==> src/rtl/i2cp_pkg.sv <==
package i2cp_pkg;

  typedef enum logic [2:0] {
    S_IDLE,
    S_START,
    S_BIT,
    S_STOP,
    S_GAP
  } bus_state_e;

  // header byte of a 10-bit address: 11110, A9, A8, write bit (0)
  function automatic logic [7:0] hdr_byte(input logic [9:0] a);
    return {5'b11110, a[9:8], 1'b0};
  endfunction

  function automatic logic [7:0] low_byte(input logic [9:0] a);
    return a[7:0];
  endfunction

  // true when the attempt just failed reaches a nonzero limit
  function automatic logic limit_hit(input int unsigned fails_next,
                                     input int unsigned lim);
    return (lim != 0) && (fails_next >= lim);
  endfunction

endpackage

==> src/rtl/i2cp_qtick.sv <==
module i2cp_qtick #(
  parameter int DW = 8
) (
  input  logic          clk,
  input  logic          rst_n,
  input  logic          run,
  input  logic [DW-1:0] div,
  output logic          tick
);
  logic [DW-1:0] cnt_q;

  assign tick = run && (cnt_q == div);

  always_ff @(posedge clk or negedge rst_n) begin
    if (!rst_n)      cnt_q <= '0;
    else if (!run)   cnt_q <= '0;
    else if (tick)   cnt_q <= '0;
    else             cnt_q <= cnt_q + 1'b1;
  end

  // ticks are never back to back unless the divider is zero
  p_tick_gap_r4: assert property (@(posedge clk) disable iff (!rst_n)
    (tick && div != '0) |=> !tick);

endmodule

==> src/rtl/i2cp_tries.sv <==
module i2cp_tries #(
  parameter int RW = 8
) (
  input  logic          clk,
  input  logic          rst_n,
  input  logic          clear,
  input  logic          bump,
  input  logic [RW-1:0] limit,
  output logic          give_up
);
  import i2cp_pkg::*;

  logic [RW-1:0] fails_q;

  assign give_up = limit_hit(32'(fails_q) + 32'd1, 32'(limit));

  always_ff @(posedge clk or negedge rst_n) begin
    if (!rst_n)                      fails_q <= '0;
    else if (clear)                  fails_q <= '0;
    else if (bump && fails_q != '1)  fails_q <= fails_q + 1'b1;
  end

  // a bounded run never records as many failures as its limit
  p_fail_bound_r8: assert property (@(posedge clk) disable iff (!rst_n)
    (!clear && limit != '0) |-> (fails_q < limit));

endmodule

==> src/rtl/i2c_ack_poller.sv <==
module i2c_ack_poller #(
  parameter int RW = 8,
  parameter int DW = 8
) (
  input  logic          clk,
  input  logic          rst_n,
  input  logic          start,
  input  logic [9:0]    addr,
  input  logic [RW-1:0] retry_limit,
  input  logic [DW-1:0] clk_div,
  input  logic          scl_i,
  input  logic          sda_i,
  output logic          scl_oe,
  output logic          sda_oe,
  output logic          busy,
  output logic          done,
  output logic          acked,
  output logic          timeout
);
  import i2cp_pkg::*;

  localparam int BITS_PER_SLOT = 9;
  localparam logic [3:0] ACK_SLOT = 4'(BITS_PER_SLOT - 1);

  bus_state_e    state_q;
  logic [1:0]    phase_q;
  logic [3:0]    bit_q;
  logic          sel_q;
  logic [7:0]    shreg_q;
  logic          scl_low_q, sda_low_q;
  logic          ok_q;
  logic          done_q, acked_q, timeout_q;
  logic [9:0]    addr_q;
  logic [RW-1:0] lim_q;
  logic [DW-1:0] div_q;

  // named internal events
  logic qtick_w, stretch_w, adv_w, accept_w;
  logic ack_slot_end_w, slave_ack_w, gap_end_w, give_up_w, bump_w;

  assign busy      = (state_q != S_IDLE);
  assign accept_w  = (state_q == S_IDLE) && start;
  assign stretch_w = !scl_low_q && !scl_i;
  assign adv_w     = qtick_w && !stretch_w;
  assign ack_slot_end_w = adv_w && state_q == S_BIT && bit_q == ACK_SLOT && phase_q == 2'd3;
  assign slave_ack_w    = !sda_i;
  assign gap_end_w      = adv_w && state_q == S_GAP && phase_q == 2'd3;
  assign bump_w         = gap_end_w && !ok_q && !give_up_w;

  i2cp_qtick #(.DW(DW)) u_qtick (
    .clk  (clk),
    .rst_n(rst_n),
    .run  (busy),
    .div  (div_q),
    .tick (qtick_w)
  );

  i2cp_tries #(.RW(RW)) u_tries (
    .clk    (clk),
    .rst_n  (rst_n),
    .clear  (accept_w),
    .bump   (bump_w),
    .limit  (lim_q),
    .give_up(give_up_w)
  );

  always_ff @(posedge clk or negedge rst_n) begin
    if (!rst_n) begin
      state_q   <= S_IDLE;
      phase_q   <= '0;
      bit_q     <= '0;
      sel_q     <= 1'b0;
      shreg_q   <= '0;
      scl_low_q <= 1'b0;
      sda_low_q <= 1'b0;
      ok_q      <= 1'b0;
      done_q    <= 1'b0;
      acked_q   <= 1'b0;
      timeout_q <= 1'b0;
      addr_q    <= '0;
      lim_q     <= '0;
      div_q     <= '0;
    end else begin
      done_q <= 1'b0;
      if (accept_w) begin
        state_q   <= S_START;
        phase_q   <= '0;
        acked_q   <= 1'b0;
        timeout_q <= 1'b0;
        addr_q    <= addr;
        lim_q     <= retry_limit;
        div_q     <= clk_div;
      end else if (adv_w) begin
        phase_q <= phase_q + 2'd1;
        case (state_q)
          S_START: begin
            // released, released, SDA low (START), SCL low
            if (phase_q == 2'd1) sda_low_q <= 1'b1;
            if (phase_q == 2'd2) scl_low_q <= 1'b1;
            if (phase_q == 2'd3) begin
              state_q <= S_BIT;
              bit_q   <= '0;
              sel_q   <= 1'b0;
              ok_q    <= 1'b0;
              shreg_q <= hdr_byte(addr_q);
            end
          end
          S_BIT: begin
            // SCL low, SDA set, SCL high, SCL high
            if (phase_q == 2'd0)
              sda_low_q <= (bit_q == ACK_SLOT) ? 1'b0 : !shreg_q[7];
            if (phase_q == 2'd1) scl_low_q <= 1'b0;
            if (phase_q == 2'd3) begin
              scl_low_q <= 1'b1;
              if (bit_q != ACK_SLOT) begin
                bit_q   <= bit_q + 4'd1;
                shreg_q <= {shreg_q[6:0], 1'b0};
              end else if (slave_ack_w && !sel_q) begin
                sel_q   <= 1'b1;
                bit_q   <= '0;
                shreg_q <= low_byte(addr_q);
              end else begin
                ok_q    <= slave_ack_w && sel_q;
                state_q <= S_STOP;
              end
            end
          end
          S_STOP: begin
            // SCL low, SDA low, SCL high, SDA released (STOP)
            if (phase_q == 2'd0) sda_low_q <= 1'b1;
            if (phase_q == 2'd1) scl_low_q <= 1'b0;
            if (phase_q == 2'd2) sda_low_q <= 1'b0;
            if (phase_q == 2'd3) state_q <= S_GAP;
          end
          S_GAP: begin
            if (phase_q == 2'd3) begin
              if (ok_q) begin
                acked_q <= 1'b1;
                done_q  <= 1'b1;
                state_q <= S_IDLE;
              end else if (give_up_w) begin
                timeout_q <= 1'b1;
                done_q    <= 1'b1;
                state_q   <= S_IDLE;
              end else begin
                state_q <= S_START;
              end
            end
          end
          default: state_q <= S_IDLE;
        endcase
      end
    end
  end

  assign scl_oe  = scl_low_q;
  assign sda_oe  = sda_low_q;
  assign done    = done_q;
  assign acked   = acked_q;
  assign timeout = timeout_q;

  // the lines are released while idle
  p_idle_release_r1: assert property (@(posedge clk) disable iff (!rst_n)
    (state_q == S_IDLE) |-> (!scl_oe && !sda_oe));

  // SDA moves under a high SCL only while forming START or STOP
  p_sda_under_scl_r5: assert property (@(posedge clk) disable iff (!rst_n)
    (!scl_oe && !$past(scl_oe) && sda_oe != $past(sda_oe))
      |-> ($past(state_q) == S_START || $past(state_q) == S_STOP));

  // the direction bit of the header byte is driven low (write)
  p_write_bit_r3: assert property (@(posedge clk) disable iff (!rst_n)
    (state_q == S_BIT && !sel_q && bit_q == 4'd7 && phase_q >= 2'd2) |-> sda_oe);

  // SDA is released for the slave during every acknowledge slot
  p_ack_release_r3: assert property (@(posedge clk) disable iff (!rst_n)
    (state_q == S_BIT && bit_q == ACK_SLOT && phase_q != 2'd0) |-> !sda_oe);

  // done is one cycle wide and coincides with busy low
  p_done_pulse_r9: assert property (@(posedge clk) disable iff (!rst_n)
    done |=> !done);
  p_done_idle_r9: assert property (@(posedge clk) disable iff (!rst_n)
    done |-> !busy);

  // the two outcomes exclude each other
  p_outcome_excl_r9: assert property (@(posedge clk) disable iff (!rst_n)
    !(acked && timeout));

  // nothing advances while SCL is held low by another device
  p_stretch_hold_r10: assert property (@(posedge clk) disable iff (!rst_n)
    (busy && stretch_w && !accept_w) |=> $stable(phase_q));

endmodule

==> config.mk <==
export PLATFORM = sky130hd
export DESIGN_NAME = i2c_ack_poller
export DESIGN_NICKNAME = d
export VERILOG_FILES = /design/src/rtl/i2cp_pkg.sv /design/src/rtl/i2cp_qtick.sv /design/src/rtl/i2cp_tries.sv /design/src/rtl/i2c_ack_poller.sv
export SDC_FILE = /design/constraint.sdc
export NUM_CORES = 1
export LEC_CHECK = 0
export ABC_AREA = 0
export BUFFER_PORTS_ARGS = -buffer_cell sky130_fd_sc_hd__clkbuf_2
export CAP_MARGIN = 20
export CORE_MARGIN = 5
export CORE_UTILIZATION = 40
export DETAILED_ROUTE_END_ITERATION = 6
export SETUP_SLACK_MARGIN = 0.15
export SLEW_MARGIN = 10
export SYNTH_ARGS = -nofsm -noshare
export SYNTH_HDL_FRONTEND = slang
export SYNTH_SLANG_ARGS = --single-unit
==> constraint.sdc <==
create_clock -name clk -period 5 [get_ports clk]
set_input_delay 0.5 -clock clk [delete_from_list [all_inputs] [get_ports clk]]
set_output_delay 0.5 -clock clk [all_outputs]
set_load 0.02 [all_outputs]
==> impl_results.html, run 1 <==
<table>
<tr><th>Metric</th><th>Value</th></tr>
<tr><th colspan="2">Cells and area</th></tr>
<tr><td>Non-Filler Cell Area, Final</td><td>between 0.003 and 0.004 mm^2</td></tr>
<tr><td>Number of nets in the layout</td><td>around 470</td></tr>
<tr><td>Area Growth Syn to Fin</td><td>13.82%</td></tr>
<tr><td>Share of layout cells above drive strength 1</td><td>between 10% and 20%</td></tr>
<tr><td>Diode insertion count for antenna repair</td><td>0</td></tr>
<tr><td>Post-route core utilization</td><td>46.17%</td></tr>
<tr><th colspan="2">Global route</th></tr>
<tr><td>Largest net degree at the start of global routing</td><td>67</td></tr>
<tr><td>Overall fraction of global-route tracks in use</td><td>15.18%</td></tr>
<tr><td>Total overflow reported by the global router</td><td>0</td></tr>
<tr><td>Via count of the first global-routing pass</td><td>approximately 2800</td></tr>
<tr><td>Initial antenna violation count</td><td>0</td></tr>
<tr><td>Wire length of the first global-routing pass</td><td>between 10 and 15 mm</td></tr>
<tr><th colspan="2">Routing</th></tr>
<tr><td>DRC violation count after routing</td><td>0</td></tr>
<tr><td>Detailed router's first-iteration violation count</td><td>92</td></tr>
<tr><td>Post-DRT Antenna Nets</td><td>0</td></tr>
<tr><td>Drt pass-1 iters</td><td>4</td></tr>
<tr><td>Routed Wire Length</td><td>7.270 mm</td></tr>
<tr><td>Drt wl/cell</td><td>~14 um</td></tr>
<tr><td>Number of vias per cell after detailed routing</td><td>slightly above 5</td></tr>
<tr><td>Routed via count</td><td>2731</td></tr>
<tr><th colspan="2">Synthesis</th></tr>
<tr><td>Synth Cell Area</td><td>0.003486 mm^2</td></tr>
<tr><td>Leading cell types by total area after synthesis</td><td>dfrtp_1, nand2_1, ha_1</td></tr>
<tr><td>Most frequently used flop master after synthesis</td><td>dfrtp_1</td></tr>
<tr><td>Cell taking the most area after synthesis</td><td>dfrtp_1</td></tr>
<tr><td>Simple-gate share of the synthesized area</td><td>25.23%</td></tr>
<tr><td>Multiplexer area fraction after synthesis</td><td>under 10%</td></tr>
<tr><td>Flops &amp; latches, synth</td><td>66</td></tr>
<tr><td>Syn. warnings</td><td>0</td></tr>
<tr><td>Most instantiated cells after synthesis</td><td>nand2_1, dfrtp_1, o21ai_0</td></tr>
<tr><td>Number of enable-type register cells in the synthesized netlist</td><td>0</td></tr>
<tr><td>Post-synthesis compound-gate area fraction</td><td>approximately 11%</td></tr>
<tr><td>Sequential element share of the synthesized area</td><td>between 40% and 50%</td></tr>
<tr><td>Share of the synthesized area in the top cell type</td><td>approximately 47%</td></tr>
<tr><td>Library cell with the highest instance count after synthesis</td><td>nand2_1</td></tr>
<tr><td>Syn_area_per_cell</td><td>approximately 9 um^2</td></tr>
<tr><td>Post-synthesis adder-cell area fraction</td><td>roughly 5.7%</td></tr>
<tr><td>Syn Nets</td><td>between 400 and 500</td></tr>
<tr><td>Synth cell types</td><td>45</td></tr>
<tr><td>Post-synthesis xor/xnor area fraction</td><td>under 10%</td></tr>
<tr><td>Synthesized netlist cell count</td><td>roughly 390</td></tr>
<tr><td>Largest family of logic cells by synthesized area</td><td>simple AND/OR/NAND/NOR gates</td></tr>
<tr><td>Post-synth ARST share</td><td>100.0%</td></tr>
<tr><th colspan="2">Power and ir drop</th></tr>
<tr><td>PD cells</td><td>around 450 mW/mm^2</td></tr>
<tr><td>Peak VDD IR</td><td>roughly 0.19 mV</td></tr>
<tr><td>Net switching power</td><td>~0.00065 W</td></tr>
<tr><td>Final Total Pwr</td><td>~0.0018 W</td></tr>
<tr><td>Leak pwr</td><td>between 1.5 and 2 nW</td></tr>
<tr><td>Clock power share</td><td>26.1%</td></tr>
<tr><td>Internal power consumption</td><td>0.001154 W</td></tr>
<tr><td>Comb pwr share</td><td>approximately 27%</td></tr>
<tr><td>Sequential fraction of design power</td><td>a little under half</td></tr>
<tr><td>Switching part of the total power</td><td>between 30% and 40%</td></tr>
<tr><th colspan="2">Critical path</th></tr>
<tr><td>Worst path top cell family by delay</td><td>compound AO/OA/AOI/OAI gates</td></tr>
<tr><td>Capturing point of the worst reg2reg path</td><td>u_tries.fails_q[3]$_DFFE_PN0P_</td></tr>
<tr><td>Crit-path max FO</td><td>8</td></tr>
<tr><td>CP most frequent cell</td><td>ha_1</td></tr>
<tr><td>Data arrival time at the worst-slack endpoint</td><td>~3.2 ns</td></tr>
<tr><td>CP endpoint kind</td><td>flip-flop</td></tr>
<tr><td>Launching element type of the critical path</td><td>flip-flop</td></tr>
<tr><td>Cell count of the worst reg-to-reg path</td><td>10</td></tr>
<tr><td>Slowest stage cell, crit path</td><td>dfrtp_1</td></tr>
<tr><td>Crit Reg-Reg Startpoint</td><td>u_tries.fails_q[0]$_DFFE_PN0P_</td></tr>
<tr><td>Maximum single-stage delay on the critical path</td><td>roughly 0.43 ns</td></tr>
<tr><td>Crit path kind</td><td>reg2reg</td></tr>
<tr><td>Flop2flop setup slack</td><td>2.02 ns</td></tr>
<tr><td>Crit path cell chain</td><td>ha_1 &gt; nand2b_1 &gt; nand2_1 &gt; ha_1 &gt; and3_1 &gt; o21ai_0 &gt; a311o_1 &gt; a21oi_1 &gt; or2_1 &gt; mux2_4</td></tr>
<tr><td>WP data required</td><td>approximately 5.2 ns</td></tr>
<tr><td>Number of buffers and inverters on the critical path</td><td>0</td></tr>
<tr><th colspan="2">Clocking</th></tr>
<tr><td>Maximum count of clock buffers along a single path</td><td>2</td></tr>
<tr><td>Total clock buffers created by CTS</td><td>9</td></tr>
<tr><td>Number of clock sinks</td><td>66</td></tr>
<tr><td>CTS root buffer</td><td>clkbuf_8</td></tr>
<tr><td>Clock-pin transition on the worst setup and hold timing paths</td><td>0.08 ns</td></tr>
<tr><td>Deepest level of the CTS H-tree</td><td>3</td></tr>
<tr><td>Hold buffer count at cts</td><td>0</td></tr>
<tr><td>Worst skew pair latency</td><td>around 0.34 ns</td></tr>
<tr><td>Post-cts gate resize count</td><td>0</td></tr>
<tr><td>Number of buffers inserted by post-CTS setup repair</td><td>0</td></tr>
<tr><td>TritonCTS clock tree</td><td>yes</td></tr>
<tr><th colspan="2">Timing</th></tr>
<tr><td>Clock skew</td><td>between 0.007 and 0.008 ns</td></tr>
<tr><td>Share of the clock period used by the worst path</td><td>between 50% and 60%</td></tr>
<tr><td>Shortest period the worst path allows</td><td>~3 ns</td></tr>
<tr><td>Max-slew headroom</td><td>between 20% and 30%</td></tr>
<tr><td>Maximum operating frequency</td><td>roughly 340 MHz</td></tr>
<tr><td>Count of pins over their slew limit</td><td>0</td></tr>
<tr><td>Worst-margin pin slew</td><td>around 1.1 ns</td></tr>
<tr><td>Setup-failing EPs final</td><td>0</td></tr>
<tr><td>Total Negative Setup Slacks</td><td>0 ns</td></tr>
<tr><td>Final hold viol count</td><td>0</td></tr>
<tr><td>Unrepaired setup endpoints after global routing</td><td>no</td></tr>
<tr><th colspan="2">Floorplanning</th></tr>
<tr><td>Die Outline Area</td><td>between 0.01 and 0.015 mm^2</td></tr>
<tr><td>Horiz. Die Dim</td><td>103.4 um</td></tr>
<tr><td>Effective utilization at floorplan</td><td>roughly 40%</td></tr>
<tr><td>Number of top-level pins</td><td>37</td></tr>
<tr><td>Standard-cell row count</td><td>34</td></tr>
<tr><td>Vertical die dimension</td><td>about 100 um</td></tr>
<tr><td>Area of the core</td><td>0.008593 mm^2</td></tr>
<tr><th colspan="2">Place</th></tr>
<tr><td>Routability-driven placement congestion ratio</td><td>0.8514</td></tr>
<tr><td>Post-detailed-placement half-perimeter wirelength</td><td>between 5 and 6 mm</td></tr>
<tr><td>Area of placed instances</td><td>about 0.0038 mm^2</td></tr>
<tr><td>Port bufs</td><td>36</td></tr>
<tr><th colspan="2">Status</th></tr>
<tr><td>Outcome</td><td>finished clean</td></tr>
<tr><th colspan="2">Run</th></tr>
<tr><td>Number of maximum-capacitance violations</td><td>0</td></tr>
<tr><th colspan="2">Hold path</th></tr>
<tr><td>Worst hold path type</td><td>in2async</td></tr>
</table>
-- kinds of logic (layout without fill, tap and decap cells) --
family,Yosys count,after routing
and+or+nand+nor,188,188
DFF,66,66
AOI/OAI and AO/OA,60,60
buffers and inverters,30,70
xor gates and xnor gates,18,18
adders and majority gates,16,16
muxes,8,8
-- cell usage in the layout, fill, tap and decap left out, types with 3 or more instances in the layout --
| cell type | instances |
|---|---|
| and2_1 | 4 |
| nand4_1 | 7 |
| xor2_1 | 6 |
| mux2i_1 | 3 |
| mux2_4 | 3 |
| nand2b_1 | 11 |
| a211oi_1 | 3 |
| nor4_1 | 3 |
| xnor2_1 | 12 |
| and3_1 | 7 |
| nand3_1 | 21 |
| a31oi_1 | 3 |
| a21oi_1 | 5 |
| clkbuf_8 | 9 |
| nor3_1 | 6 |
| ha_1 | 16 |
| inv_1 | 15 |
| nor2_1 | 21 |
| inv_6 | 3 |
| o21ai_0 | 26 |
| nor3b_1 | 3 |
| clkbuf_2 | 35 |
| a31o_1 | 4 |
| buf_4 | 3 |
| o21a_1 | 5 |
| nand2_1 | 97 |
| dfrtp_1 | 66 |
-- how the worst max path moves through the flow --
stage,to,from,slack (ns),depth (start not counted)
after floorplan,u_tries.fails_q[3]$_DFFE_PN0P_,u_tries.fails_q[0]$_DFFE_PN0P_,2.40,11
after global placement,u_tries.fails_q[3]$_DFFE_PN0P_,u_tries.fails_q[0]$_DFFE_PN0P_,2.14,10
after detailed placement,u_tries.fails_q[4]$_DFFE_PN0P_,u_tries.fails_q[0]$_DFFE_PN0P_,2.05,10
after CTS,u_tries.fails_q[4]$_DFFE_PN0P_,u_tries.fails_q[0]$_DFFE_PN0P_,2.03,10
after global routing,u_tries.fails_q[3]$_DFFE_PN0P_,u_tries.fails_q[0]$_DFFE_PN0P_,1.85,10
final,u_tries.fails_q[3]$_DFFE_PN0P_,u_tries.fails_q[0]$_DFFE_PN0P_,2.02,10
-- power groups by stage --
| stage | Sequential (W) | Clock (W) | Combinational [W] |
|---|---|---|---|
| 5_1_grt | 0.000866 | 0.000506 | 0.000574 |
| 3_5_place_dp | 0.000848 | 0 | 0.000501 |
| 4_1_cts | 0.000840 | 0.000484 | 0.000503 |
| 2_1_floorplan | 0.000810 | 0 | 0.000389 |
| 6_report | 0.000839 | 0.000470 | 0.000492 |
| 3_3_place_gp | 0.000844 | 0 | 0.000487 |
-- per-stage QoR --
stage	hold slack [ns]	setup slack, ns	instances
floorplan	0.2044	2.401	386
global placement	0.4584	2.142	518
detailed placement	0.4616	2.053	518
CTS	0.3267	2.027	534
global route	0.3350	1.847	534
finish	0.3160	2.017	534
-- flip-flops by register name, indices dropped and copies added (netlist names) --
register / cells
bit_q: 4
shreg_q: 8
sda_oe: 1
u_tries.fails_q: 8
phase_q: 2
lim_q: 8
addr_q: 10
div_q: 8
scl_oe: 1
u_qtick.cnt_q: 8
done: 1
timeout: 1
acked: 1
sel_q: 1
ok_q: 1
state_q: 3
-- per-layer routing --
metal	GRT usage, %	wire [um]	share of wire, %	vias to the layer above
met1	20.82	3580	49	1301
met3	2.817	248	3.4	10
met2	23.82	3309	46	40
met5	0	0	0	-
met4	5.976	131	1.8	0
li1	-	-	-	1380
-- cell type report --
type                    count  area (um^2)
repair buffers             39        202.7
clock buffers               9        123.9
fillers                   859         4626
clock inverters             7        83.83
inverters                  15        56.30
flip-flops and latches     66         1652
multi-input cells         290         1714
well taps                 108        135.1
No activity file was read; power rests on OpenSTA's default activity.
==> inputs of run 2 (changes only) <==
clock period = 2.5 ns   (was 5 ns; I/O delays follow)
==> run 2 against run 1 <==
  * The run now ends with negative setup slack left
  * Cell count up 6.9%
  * Utilization is 4.1 points higher
  * Via count rose by 5.7%
  * Final area increased by 9.0%
  * Hold slack lost 0.29 ns
  * Maximum frequency grew 19%
  * Critical path type unchanged
  * Critical endpoint unchanged
  * Largest cell class unchanged
  * Largest power group unchanged
==> impl_results.html, run 2 (synthesis results as in run 1) <==
<table>
<tr><th>Metric</th><th>Value</th></tr>
<tr><th colspan="2">Timing</th></tr>
<tr><td>Total Negative Setup Slacks</td><td>-0.01451 ns</td></tr>
<tr><td>Max-slew headroom</td><td>a little over two fifths</td></tr>
<tr><td>Final hold viol count</td><td>0</td></tr>
<tr><td>Worst-margin pin slew</td><td>around 0.87 ns</td></tr>
<tr><td>Share of the clock period used by the worst path</td><td>100.4%</td></tr>
<tr><td>Unrepaired setup endpoints after global routing</td><td>yes</td></tr>
<tr><td>Worst path setup slack after routing</td><td>-0.008981 ns</td></tr>
<tr><td>Clock skew</td><td>roughly 0.012 ns</td></tr>
<tr><td>Setup-failing EPs final</td><td>3</td></tr>
<tr><td>Maximum operating frequency</td><td>approximately 400 MHz</td></tr>
<tr><td>Count of pins over their slew limit</td><td>0</td></tr>
<tr><td>Shortest period the worst path allows</td><td>between 2 and 3 ns</td></tr>
<tr><th colspan="2">Clocking</th></tr>
<tr><td>CTS root buffer</td><td>clkbuf_8</td></tr>
<tr><td>Worst skew pair latency</td><td>around 0.34 ns</td></tr>
<tr><td>Hold buffer count at cts</td><td>0</td></tr>
<tr><td>Total clock buffers created by CTS</td><td>9</td></tr>
<tr><td>Maximum count of clock buffers along a single path</td><td>2</td></tr>
<tr><td>Number of clock sinks</td><td>66</td></tr>
<tr><td>TritonCTS clock tree</td><td>yes</td></tr>
<tr><td>Clock-pin transition on the worst setup and hold timing paths</td><td>around 0.080 ns</td></tr>
<tr><td>Deepest level of the CTS H-tree</td><td>3</td></tr>
<tr><th colspan="2">Power and ir drop</th></tr>
<tr><td>Final Total Pwr</td><td>roughly 0.0037 W</td></tr>
<tr><td>Switching part of the total power</td><td>35.01%</td></tr>
<tr><td>Sequential fraction of design power</td><td>44.3%</td></tr>
<tr><td>Leak pwr</td><td>2.082 nW</td></tr>
<tr><td>Net switching power</td><td>around 0.0013 W</td></tr>
<tr><td>PD cells</td><td>850.4 mW/mm^2</td></tr>
<tr><td>Clock power share</td><td>25.1%</td></tr>
<tr><td>Internal power consumption</td><td>between 0.002 and 0.0025 W</td></tr>
<tr><td>Comb pwr share</td><td>between 30 and 40%</td></tr>
<tr><td>Peak VDD IR</td><td>~0.44 mV</td></tr>
<tr><th colspan="2">Floorplanning</th></tr>
<tr><td>Die Outline Area</td><td>0.01068 mm^2</td></tr>
<tr><td>Horiz. Die Dim</td><td>slightly above 100 um</td></tr>
<tr><td>Vertical die dimension</td><td>slightly above 100 um</td></tr>
<tr><td>Number of top-level pins</td><td>37</td></tr>
<tr><td>Effective utilization at floorplan</td><td>40.56%</td></tr>
<tr><td>Area of the core</td><td>approximately 0.0086 mm^2</td></tr>
<tr><td>Standard-cell row count</td><td>34</td></tr>
<tr><th colspan="2">Critical path</th></tr>
<tr><td>Data arrival time at the worst-slack endpoint</td><td>approximately 2.7 ns</td></tr>
<tr><td>Crit-path max FO</td><td>8</td></tr>
<tr><td>Crit path kind</td><td>reg2reg</td></tr>
<tr><td>Slowest stage cell, crit path</td><td>dfrtp_1</td></tr>
<tr><td>CP endpoint kind</td><td>flip-flop</td></tr>
<tr><td>Total number of cells along the worst setup path</td><td>11</td></tr>
<tr><td>WP data required</td><td>2.73 ns</td></tr>
<tr><td>Crit path cell chain</td><td>and3_4 &gt; and3_4 &gt; nand3_4 &gt; xnor2_2 &gt; ha_1 &gt; a21oi_1 &gt; o21ai_1 &gt; a31oi_2 &gt; a21oi_2 &gt; or2_4 &gt; mux2_4</td></tr>
<tr><td>Launching element type of the critical path</td><td>flip-flop</td></tr>
<tr><td>Number of buffers and inverters on the critical path</td><td>0</td></tr>
<tr><td>Cell count of the worst reg-to-reg path</td><td>11</td></tr>
<tr><td>Maximum single-stage delay on the critical path</td><td>between 0.3 and 0.4 ns</td></tr>
<tr><td>CP most frequent cell</td><td>and3_4</td></tr>
<tr><td>Worst setup endpoint</td><td>u_tries.fails_q[3]$_DFFE_PN0P_</td></tr>
<tr><td>Worst path top cell family by delay</td><td>simple AND/OR/NAND/NOR gates</td></tr>
<tr><td>Capturing point of the worst reg2reg path</td><td>u_tries.fails_q[3]$_DFFE_PN0P_</td></tr>
<tr><td>First element of the critical path</td><td>u_tries.fails_q[4]$_DFFE_PN0P_</td></tr>
<tr><td>Crit Reg-Reg Startpoint</td><td>u_tries.fails_q[4]$_DFFE_PN0P_</td></tr>
<tr><td>Flop2flop setup slack</td><td>-0.009 ns</td></tr>
<tr><th colspan="2">Hold path</th></tr>
<tr><td>Worst hold path type</td><td>in2async</td></tr>
<tr><th colspan="2">Global route</th></tr>
<tr><td>Total overflow reported by the global router</td><td>0</td></tr>
<tr><td>Largest net degree at the start of global routing</td><td>39</td></tr>
<tr><td>Overall fraction of global-route tracks in use</td><td>~16%</td></tr>
<tr><td>Initial antenna violation count</td><td>0</td></tr>
<tr><td>Wire length of the first global-routing pass</td><td>between 10 and 15 mm</td></tr>
<tr><td>Via count of the first global-routing pass</td><td>approximately 2900</td></tr>
<tr><th colspan="2">Cells and area</th></tr>
<tr><td>Leading cell type in the layout, fill and taps excluded</td><td>nand2_1</td></tr>
<tr><td>Area Growth Syn to Fin</td><td>24.05%</td></tr>
<tr><td>Share of layout cells above drive strength 1</td><td>24.41%</td></tr>
<tr><td>Register ranked first by flip-flop count</td><td>addr_q</td></tr>
<tr><td>Final instance count without filler cells</td><td>around 570</td></tr>
<tr><td>Diode insertion count for antenna repair</td><td>0</td></tr>
<tr><td>Commonest non-fill, non-tap cells in the layout</td><td>nand2_1, dfrtp_1, buf_4, clkbuf_2, o21ai_0</td></tr>
<tr><td>Max FFs per register</td><td>10</td></tr>
<tr><td>Number of nets in the layout</td><td>approximately 510</td></tr>
<tr><td>Layout filler cell count</td><td>about 810</td></tr>
<tr><th colspan="2">Routing</th></tr>
<tr><td>Detailed router's first-iteration violation count</td><td>around 120</td></tr>
<tr><td>Number of vias per cell after detailed routing</td><td>5.058</td></tr>
<tr><td>Drt wl/cell</td><td>13.74 um</td></tr>
<tr><td>Routed via count</td><td>2888</td></tr>
<tr><td>Drt pass-1 iters</td><td>4</td></tr>
<tr><td>Post-DRT Antenna Nets</td><td>0</td></tr>
<tr><td>Routed Wire Length</td><td>7.848 mm</td></tr>
<tr><td>DRC violation count after routing</td><td>0</td></tr>
<tr><th colspan="2">Place</th></tr>
<tr><td>Post-detailed-placement half-perimeter wirelength</td><td>about 5.5 mm</td></tr>
<tr><td>Routability-driven placement congestion ratio</td><td>roughly 0.83</td></tr>
<tr><td>DP Cell Count</td><td>546</td></tr>
<tr><td>Port bufs</td><td>36</td></tr>
<tr><th colspan="2">Status</th></tr>
<tr><td>Outcome</td><td>complete, but fails checks</td></tr>
<tr><td>Failing checks</td><td>negative setup slack</td></tr>
<tr><th colspan="2">Run</th></tr>
<tr><td>Number of maximum-capacitance violations</td><td>0</td></tr>
</table>
## run 2: changes by cell type in the layout (fill, tap and decap cells not counted), moves of 2 or more
cell,previous run,this run
buf_4,3,39
a211oi_1,3,1
a211oi_2,0,2
a21oi_1,5,3
a21oi_2,0,2
and3_1,7,5
and3_4,0,2
ha_1,16,14
inv_6,3,1
## run 2: area by class of cell
class | count | area (um^2) | area share, %
Clock buffer | 11 | 141.4 | 3.270
Inverter | 15 | 56.30 | 1.302
Timing Repair Buffer | 76 | 484.2 | 11.20
Multi-Input combinational cell | 290 | 1793 | 41.46
Clock inverter | 5 | 62.56 | 1.447
Tap cell | 108 | 135.1 | 3.125
Sequential cell | 66 | 1652 | 38.19
## run 2: power groups by stage
stage	Clock [W]	Sequential [W]	Combinational (W)
2_1_floorplan	0	0.00162	0.000781
3_3_place_gp	0	0.00165	0.00107
6_report	0.000923	0.00163	0.00112
5_1_grt	0.00100	0.00167	0.00130
3_5_place_dp	0	0.00165	0.00110
4_1_cts	0.000953	0.00163	0.00111
## run 2: through the flow
| stage | cell area (um^2) | hold WS, ns | utilization (%) | worst slack (ns) |
|---|---|---|---|---|
| 6_report | 4324 | 0.02115 | 50.32 | -0.008981 |
| 5_1_grt | 4324 | 0.08157 | 50.32 | -0.1331 |
| 4_1_cts | 4233 | 0.05429 | 49.26 | -0.003138 |
| 3_5_place_dp | 3984 | 0.4328 | 46.36 | -0.1789 |
| 3_3_place_gp | 3984 | 0.4215 | 46.36 | -0.05414 |
| 2_1_floorplan | 3503 | -0.04559 | - | -0.02453 |
## run 2: worst min-delay path by stage
stage | to | cells after the start
after global routing | div_q[2]$_DFFE_PN0P_ | 3
after floorplan | acked$_DFFE_PN0P_ | 0
after global placement | u_tries.fails_q[7]$_DFFE_PN0P_ | 1
final | done$_DFF_PN0_ | 1
after detailed placement | u_tries.fails_q[7]$_DFFE_PN0P_ | 1
after CTS | phase_q[0]$_DFFE_PN0N_ | 1
## run 2: metal layers
layer / wire (um) / global-route usage [%]
met5: 0 / 0
met4: 76 / 4.382
met3: 349 / 3.890
met2: 3685 / 25.49
met1: 3737 / 22.33
## run 2: what timing repair did
action,in CTS,in global routing
setup buffers,4,5
pin swaps,6,6
hold endpoints to repair,0,0
gates resized for setup,3,11
setup endpoints to repair,12,14
==> inputs of run 3 (changes only) <==
SYNTH_HIERARCHICAL = 1   (was not set)
==> run 3 against run 2 <==
  * The flow now finishes without violations
  * Routed wire length is 11% higher
  * Flip-flop and latch count stayed put
  * Non-clock buffer count is 8 higher
  * Clock skew is 0.0039 ns lower
  * First-iteration DRC count is 4.2% lower
  * Register-to-register slack better by 0.05 ns
  * Sequential power is 9% lower
  * Hold slack better by 0.071 ns
  * Clock power is 17% lower
  * Critical path depth is 3 higher
  * Area after synthesis is 4.9% higher
  * Synthesized cell count is 3.1% higher
  * Critical path type unchanged
  * Largest cell class unchanged
==> impl_results.html, run 3 <==
<table>
<tr><th>Metric</th><th>Value</th></tr>
<tr><th colspan="2">Timing</th></tr>
<tr><td>Final hold viol count</td><td>0</td></tr>
<tr><td>Worst-margin pin slew</td><td>roughly 0.57 ns</td></tr>
<tr><td>Setup-failing EPs final</td><td>0</td></tr>
<tr><td>Share of the clock period used by the worst path</td><td>a little over nine tenths</td></tr>
<tr><td>Maximum operating frequency</td><td>407.0 MHz</td></tr>
<tr><td>Count of pins over their slew limit</td><td>0</td></tr>
<tr><td>Total Negative Setup Slacks</td><td>0 ns</td></tr>
<tr><td>Clock skew</td><td>between 0.008 and 0.009 ns</td></tr>
<tr><td>Max-slew headroom</td><td>roughly three fifths</td></tr>
<tr><td>Unrepaired setup endpoints after global routing</td><td>yes</td></tr>
<tr><td>Shortest period the worst path allows</td><td>roughly 2.5 ns</td></tr>
<tr><th colspan="2">Floorplanning</th></tr>
<tr><td>Vertical die dimension</td><td>between 100 and 150 um</td></tr>
<tr><td>Effective utilization at floorplan</td><td>between 40% and 50%</td></tr>
<tr><td>Standard-cell row count</td><td>34</td></tr>
<tr><td>Number of top-level pins</td><td>37</td></tr>
<tr><td>Horiz. Die Dim</td><td>105.6 um</td></tr>
<tr><td>Die Outline Area</td><td>roughly 0.011 mm^2</td></tr>
<tr><td>Area of the core</td><td>just under 0.009 mm^2</td></tr>
<tr><th colspan="2">Run</th></tr>
<tr><td>Number of maximum-capacitance violations</td><td>0</td></tr>
<tr><th colspan="2">Global route</th></tr>
<tr><td>Initial antenna violation count</td><td>0</td></tr>
<tr><td>Wire length of the first global-routing pass</td><td>around 14 mm</td></tr>
<tr><td>Via count of the first global-routing pass</td><td>roughly 3000</td></tr>
<tr><td>Total overflow reported by the global router</td><td>0</td></tr>
<tr><td>Overall fraction of global-route tracks in use</td><td>between 15 and 20%</td></tr>
<tr><td>Largest net degree at the start of global routing</td><td>between 60 and 70</td></tr>
<tr><th colspan="2">Cells and area</th></tr>
<tr><td>Share of layout cells above drive strength 1</td><td>32.08%</td></tr>
<tr><td>Leading cell type in the layout, fill and taps excluded</td><td>nand2_1</td></tr>
<tr><td>Layout filler cell count</td><td>about 820</td></tr>
<tr><td>Register ranked first by flip-flop count</td><td>addr_q</td></tr>
<tr><td>Final instance count without filler cells</td><td>588</td></tr>
<tr><td>Commonest non-fill, non-tap cells in the layout</td><td>nand2_1, dfrtp_1, buf_4, clkbuf_2, inv_1</td></tr>
<tr><td>Non-Filler Cell Area, Final</td><td>about 0.0047 mm^2</td></tr>
<tr><td>Number of nets in the layout</td><td>522</td></tr>
<tr><td>Diode insertion count for antenna repair</td><td>0</td></tr>
<tr><td>Max FFs per register</td><td>10</td></tr>
<tr><td>Area Growth Syn to Fin</td><td>27.64%</td></tr>
<tr><th colspan="2">Hold path</th></tr>
<tr><td>Endpoint of the worst hold path</td><td>addr_q[8]$_DFFE_PN0P_</td></tr>
<tr><td>Startpoint of the worst hold path</td><td>addr[8]</td></tr>
<tr><td>Hold Path Stages</td><td>3</td></tr>
<tr><td>Worst hold path type</td><td>in2reg</td></tr>
<tr><th colspan="2">Routing</th></tr>
<tr><td>Number of vias per cell after detailed routing</td><td>5.223</td></tr>
<tr><td>DRC violation count after routing</td><td>0</td></tr>
<tr><td>Drt pass-1 iters</td><td>4</td></tr>
<tr><td>Drt wl/cell</td><td>~15 um</td></tr>
<tr><td>Detailed router's first-iteration violation count</td><td>roughly 110</td></tr>
<tr><td>Post-DRT Antenna Nets</td><td>0</td></tr>
<tr><td>Routed via count</td><td>3071</td></tr>
<tr><td>Routed Wire Length</td><td>just under 9 mm</td></tr>
<tr><th colspan="2">Clocking</th></tr>
<tr><td>Deepest level of the CTS H-tree</td><td>3</td></tr>
<tr><td>Worst skew pair latency</td><td>0.34 ns</td></tr>
<tr><td>Maximum count of clock buffers along a single path</td><td>2</td></tr>
<tr><td>Number of clock sinks</td><td>66</td></tr>
<tr><td>TritonCTS clock tree</td><td>yes</td></tr>
<tr><td>CTS root buffer</td><td>clkbuf_8</td></tr>
<tr><td>Clock-pin transition on the worst setup and hold timing paths</td><td>0.08 ns</td></tr>
<tr><td>Total clock buffers created by CTS</td><td>9</td></tr>
<tr><th colspan="2">Critical path</th></tr>
<tr><td>Crit-path max FO</td><td>8</td></tr>
<tr><td>Crit path cell chain</td><td>ha_4 &gt; nand2_4 &gt; nor2_4 &gt; xnor2_2 &gt; ha_1 &gt; a21oi_2 &gt; o21ai_2 &gt; a21oi_2 &gt; o21ai_2 &gt; nor3b_2 &gt; buf_4 &gt; o211ai_1 &gt; xor2_1 &gt; nor2_1</td></tr>
<tr><td>WP data required</td><td>around 2.7 ns</td></tr>
<tr><td>CP endpoint kind</td><td>flip-flop</td></tr>
<tr><td>Crit path kind</td><td>reg2reg</td></tr>
<tr><td>Capturing point of the worst reg2reg path</td><td>u_tries/fails_q[2]$_DFFE_PN0P_</td></tr>
<tr><td>Cell count of the worst reg-to-reg path</td><td>14</td></tr>
<tr><td>Flop2flop setup slack</td><td>roughly 0.043 ns</td></tr>
<tr><td>Crit Reg-Reg Startpoint</td><td>u_tries/fails_q[1]$_DFFE_PN0P_</td></tr>
<tr><td>Maximum single-stage delay on the critical path</td><td>between 0.4 and 0.5 ns</td></tr>
<tr><td>Launching element type of the critical path</td><td>flip-flop</td></tr>
<tr><td>Data arrival time at the worst-slack endpoint</td><td>roughly 2.7 ns</td></tr>
<tr><td>Slowest stage cell, crit path</td><td>dfrtp_2</td></tr>
<tr><td>First element of the critical path</td><td>u_tries/fails_q[1]$_DFFE_PN0P_</td></tr>
<tr><th colspan="2">Power and ir drop</th></tr>
<tr><td>Sequential fraction of design power</td><td>~44%</td></tr>
<tr><td>Net switching power</td><td>0.001246 W</td></tr>
<tr><td>PD cells</td><td>roughly 720 mW/mm^2</td></tr>
<tr><td>Comb pwr share</td><td>between 30% and 40%</td></tr>
<tr><td>Switching part of the total power</td><td>between 30% and 40%</td></tr>
<tr><td>Peak VDD IR</td><td>between 0.2 and 0.3 mV</td></tr>
<tr><td>Leak pwr</td><td>~2.3 nW</td></tr>
<tr><td>Internal power consumption</td><td>approximately 0.0021 W</td></tr>
<tr><td>Clock power share</td><td>a little under a quarter</td></tr>
<tr><td>Final Total Pwr</td><td>between 0.003 and 0.004 W</td></tr>
<tr><th colspan="2">Place</th></tr>
<tr><td>Routability-driven placement congestion ratio</td><td>slightly below 0.8</td></tr>
<tr><td>DP Cell Count</td><td>between 500 and 600</td></tr>
<tr><td>Post-detailed-placement half-perimeter wirelength</td><td>between 5 and 6 mm</td></tr>
<tr><td>Port bufs</td><td>36</td></tr>
<tr><td>Area of placed instances</td><td>0.004175 mm^2</td></tr>
<tr><th colspan="2">Synthesis</th></tr>
<tr><td>Syn Nets</td><td>around 450</td></tr>
<tr><td>Leading cell types by total area after synthesis</td><td>dfrtp_1, nand2_1, ha_1</td></tr>
<tr><td>Share of the synthesized area in the top cell type</td><td>a little under half</td></tr>
<tr><td>Most instantiated cells after synthesis</td><td>nand2_1, dfrtp_1, inv_1</td></tr>
<tr><td>Synth cell types</td><td>58</td></tr>
<tr><td>Number of enable-type register cells in the synthesized netlist</td><td>0</td></tr>
<tr><td>Post-synth ARST share</td><td>100.0%</td></tr>
<tr><td>Cell taking the most area after synthesis</td><td>dfrtp_1</td></tr>
<tr><td>Library cell with the highest instance count after synthesis</td><td>nand2_1</td></tr>
<tr><td>Flops &amp; latches, synth</td><td>66</td></tr>
<tr><td>Syn. warnings</td><td>6</td></tr>
<tr><td>Syn_area_per_cell</td><td>around 9.2 um^2</td></tr>
<tr><td>Synthesized netlist cell count</td><td>slightly below 400</td></tr>
<tr><td>Most frequently used flop master after synthesis</td><td>dfrtp_1</td></tr>
<tr><td>Synth Cell Area</td><td>roughly 0.0037 mm^2</td></tr>
<tr><td>Sequential element share of the synthesized area</td><td>between 40% and 50%</td></tr>
<tr><th colspan="2">Status</th></tr>
<tr><td>Outcome</td><td>finished clean</td></tr>
</table>
[run 3: cell types whose count changed after synthesis, sizes merged, moves of 7 or more]
| cell | previous run | this run |
|---|---|---|
| xor2 | 6 | 15 |
| nand2b | 11 | 3 |
| inv | 15 | 22 |
| nand2 | 98 | 107 |
| o21ai | 27 | 16 |
[run 3: worst max-delay path by stage]
stage	endpoint	slack (ns)	depth (start not counted)
6_report	u_tries/fails_q[2]$_DFFE_PN0P_	0.04	14
5_1_grt	u_tries/fails_q[2]$_DFFE_PN0P_	-0.08	14
4_1_cts	u_tries/fails_q[7]$_DFFE_PN0P_	0.04	12
3_5_place_dp	u_tries/fails_q[7]$_DFFE_PN0P_	-0.08	12
3_3_place_gp	state_q[0]$_DFFE_PN0P_	-0.02	12
2_1_floorplan	shreg_q[0]$_DFFE_PN0P_	0.10	8
[run 3: critical path, delay by kind of cell, from the launching register on]
family / cells / cell delay, ns
AOI/OAI and AO/OA: 5 / 0.54
adders and majority gates: 2 / 0.52
DFF: 1 / 0.45
and+or+nand+nor: 4 / 0.35
xor gates and xnor gates: 2 / 0.29
buffers and inverters: 1 / 0.19
[run 3: stage by stage]
| step | hold WS, ns | setup WS, ns | util [%] |
|---|---|---|---|
| finish | 0.09176 | 0.04327 | 53.01 |
| global route | 0.08436 | -0.08328 | 53.01 |
| CTS | 0.08287 | 0.04482 | 50.44 |
| detailed placement | 0.3034 | -0.07635 | 47.41 |
| global placement | 0.3043 | -0.01703 | 47.41 |
| floorplan | -0.04559 | 0.1049 | - |
[run 3: cells by family (layout without fill, tap and decap cells)]
logic type      Yosys count  count (layout)  share of synthesized area, %
fa+ha+maj                16              16                         5.474
compound gates           59              59                         11.32
buf+inv                  40             122                         4.789
simple gates            182             182                         23.20
xor+xnor                 21              21                         5.235
mux                      14              14                         4.824
flops                    66              66                         45.16
[run 3: layout make-up]
type / count / area, um^2 / share of cell area, %
inverter: 22 / 82.58 / 1.769
tap: 108 / 135.1 / 2.895
multi-input combinational: 292 / 2039 / 43.69
sequential: 66 / 1657 / 35.49
timing repair buffer: 84 / 593.1 / 12.70
clock inverter: 6 / 33.78 / 0.7237
clock buffer: 10 / 127.6 / 2.734
[run 3: power by group through the flow]
| stage | logic (W) | clock network [W] | registers [W] |
|---|---|---|---|
| after floorplan | 0.000742 | 0 | 0.00147 |
| after detailed placement | 0.00105 | 0 | 0.00151 |
| after CTS | 0.00108 | 0.000785 | 0.00149 |
| after global placement | 0.00102 | 0 | 0.00151 |
| after global routing | 0.00126 | 0.000838 | 0.00153 |
| final | 0.00112 | 0.000766 | 0.00149 |
[run 3: what timing repair did]
item                                   4_1_cts  5_1_grt
hold buffers                                 1        0
buffers inserted                             7        9
gates resized for setup                     12       26
endpoints found under the hold margin       66        0
setup endpoints to repair                   11       19
cloned                                       0        1
pin swaps                                   12       10
[run 3: routing by layer]
layer  GRT usage [%]  vias to the layer above  part of all wire (%)  routed length [um]
met5               0                        -                     0                   0
met4           5.273                        0                   1.2                 101
met3           3.423                       12                   4.2                 368
met2           23.63                       65                    47                4122
met1           21.63                     1486                    47                4151
li1                -                     1508                     -                   -
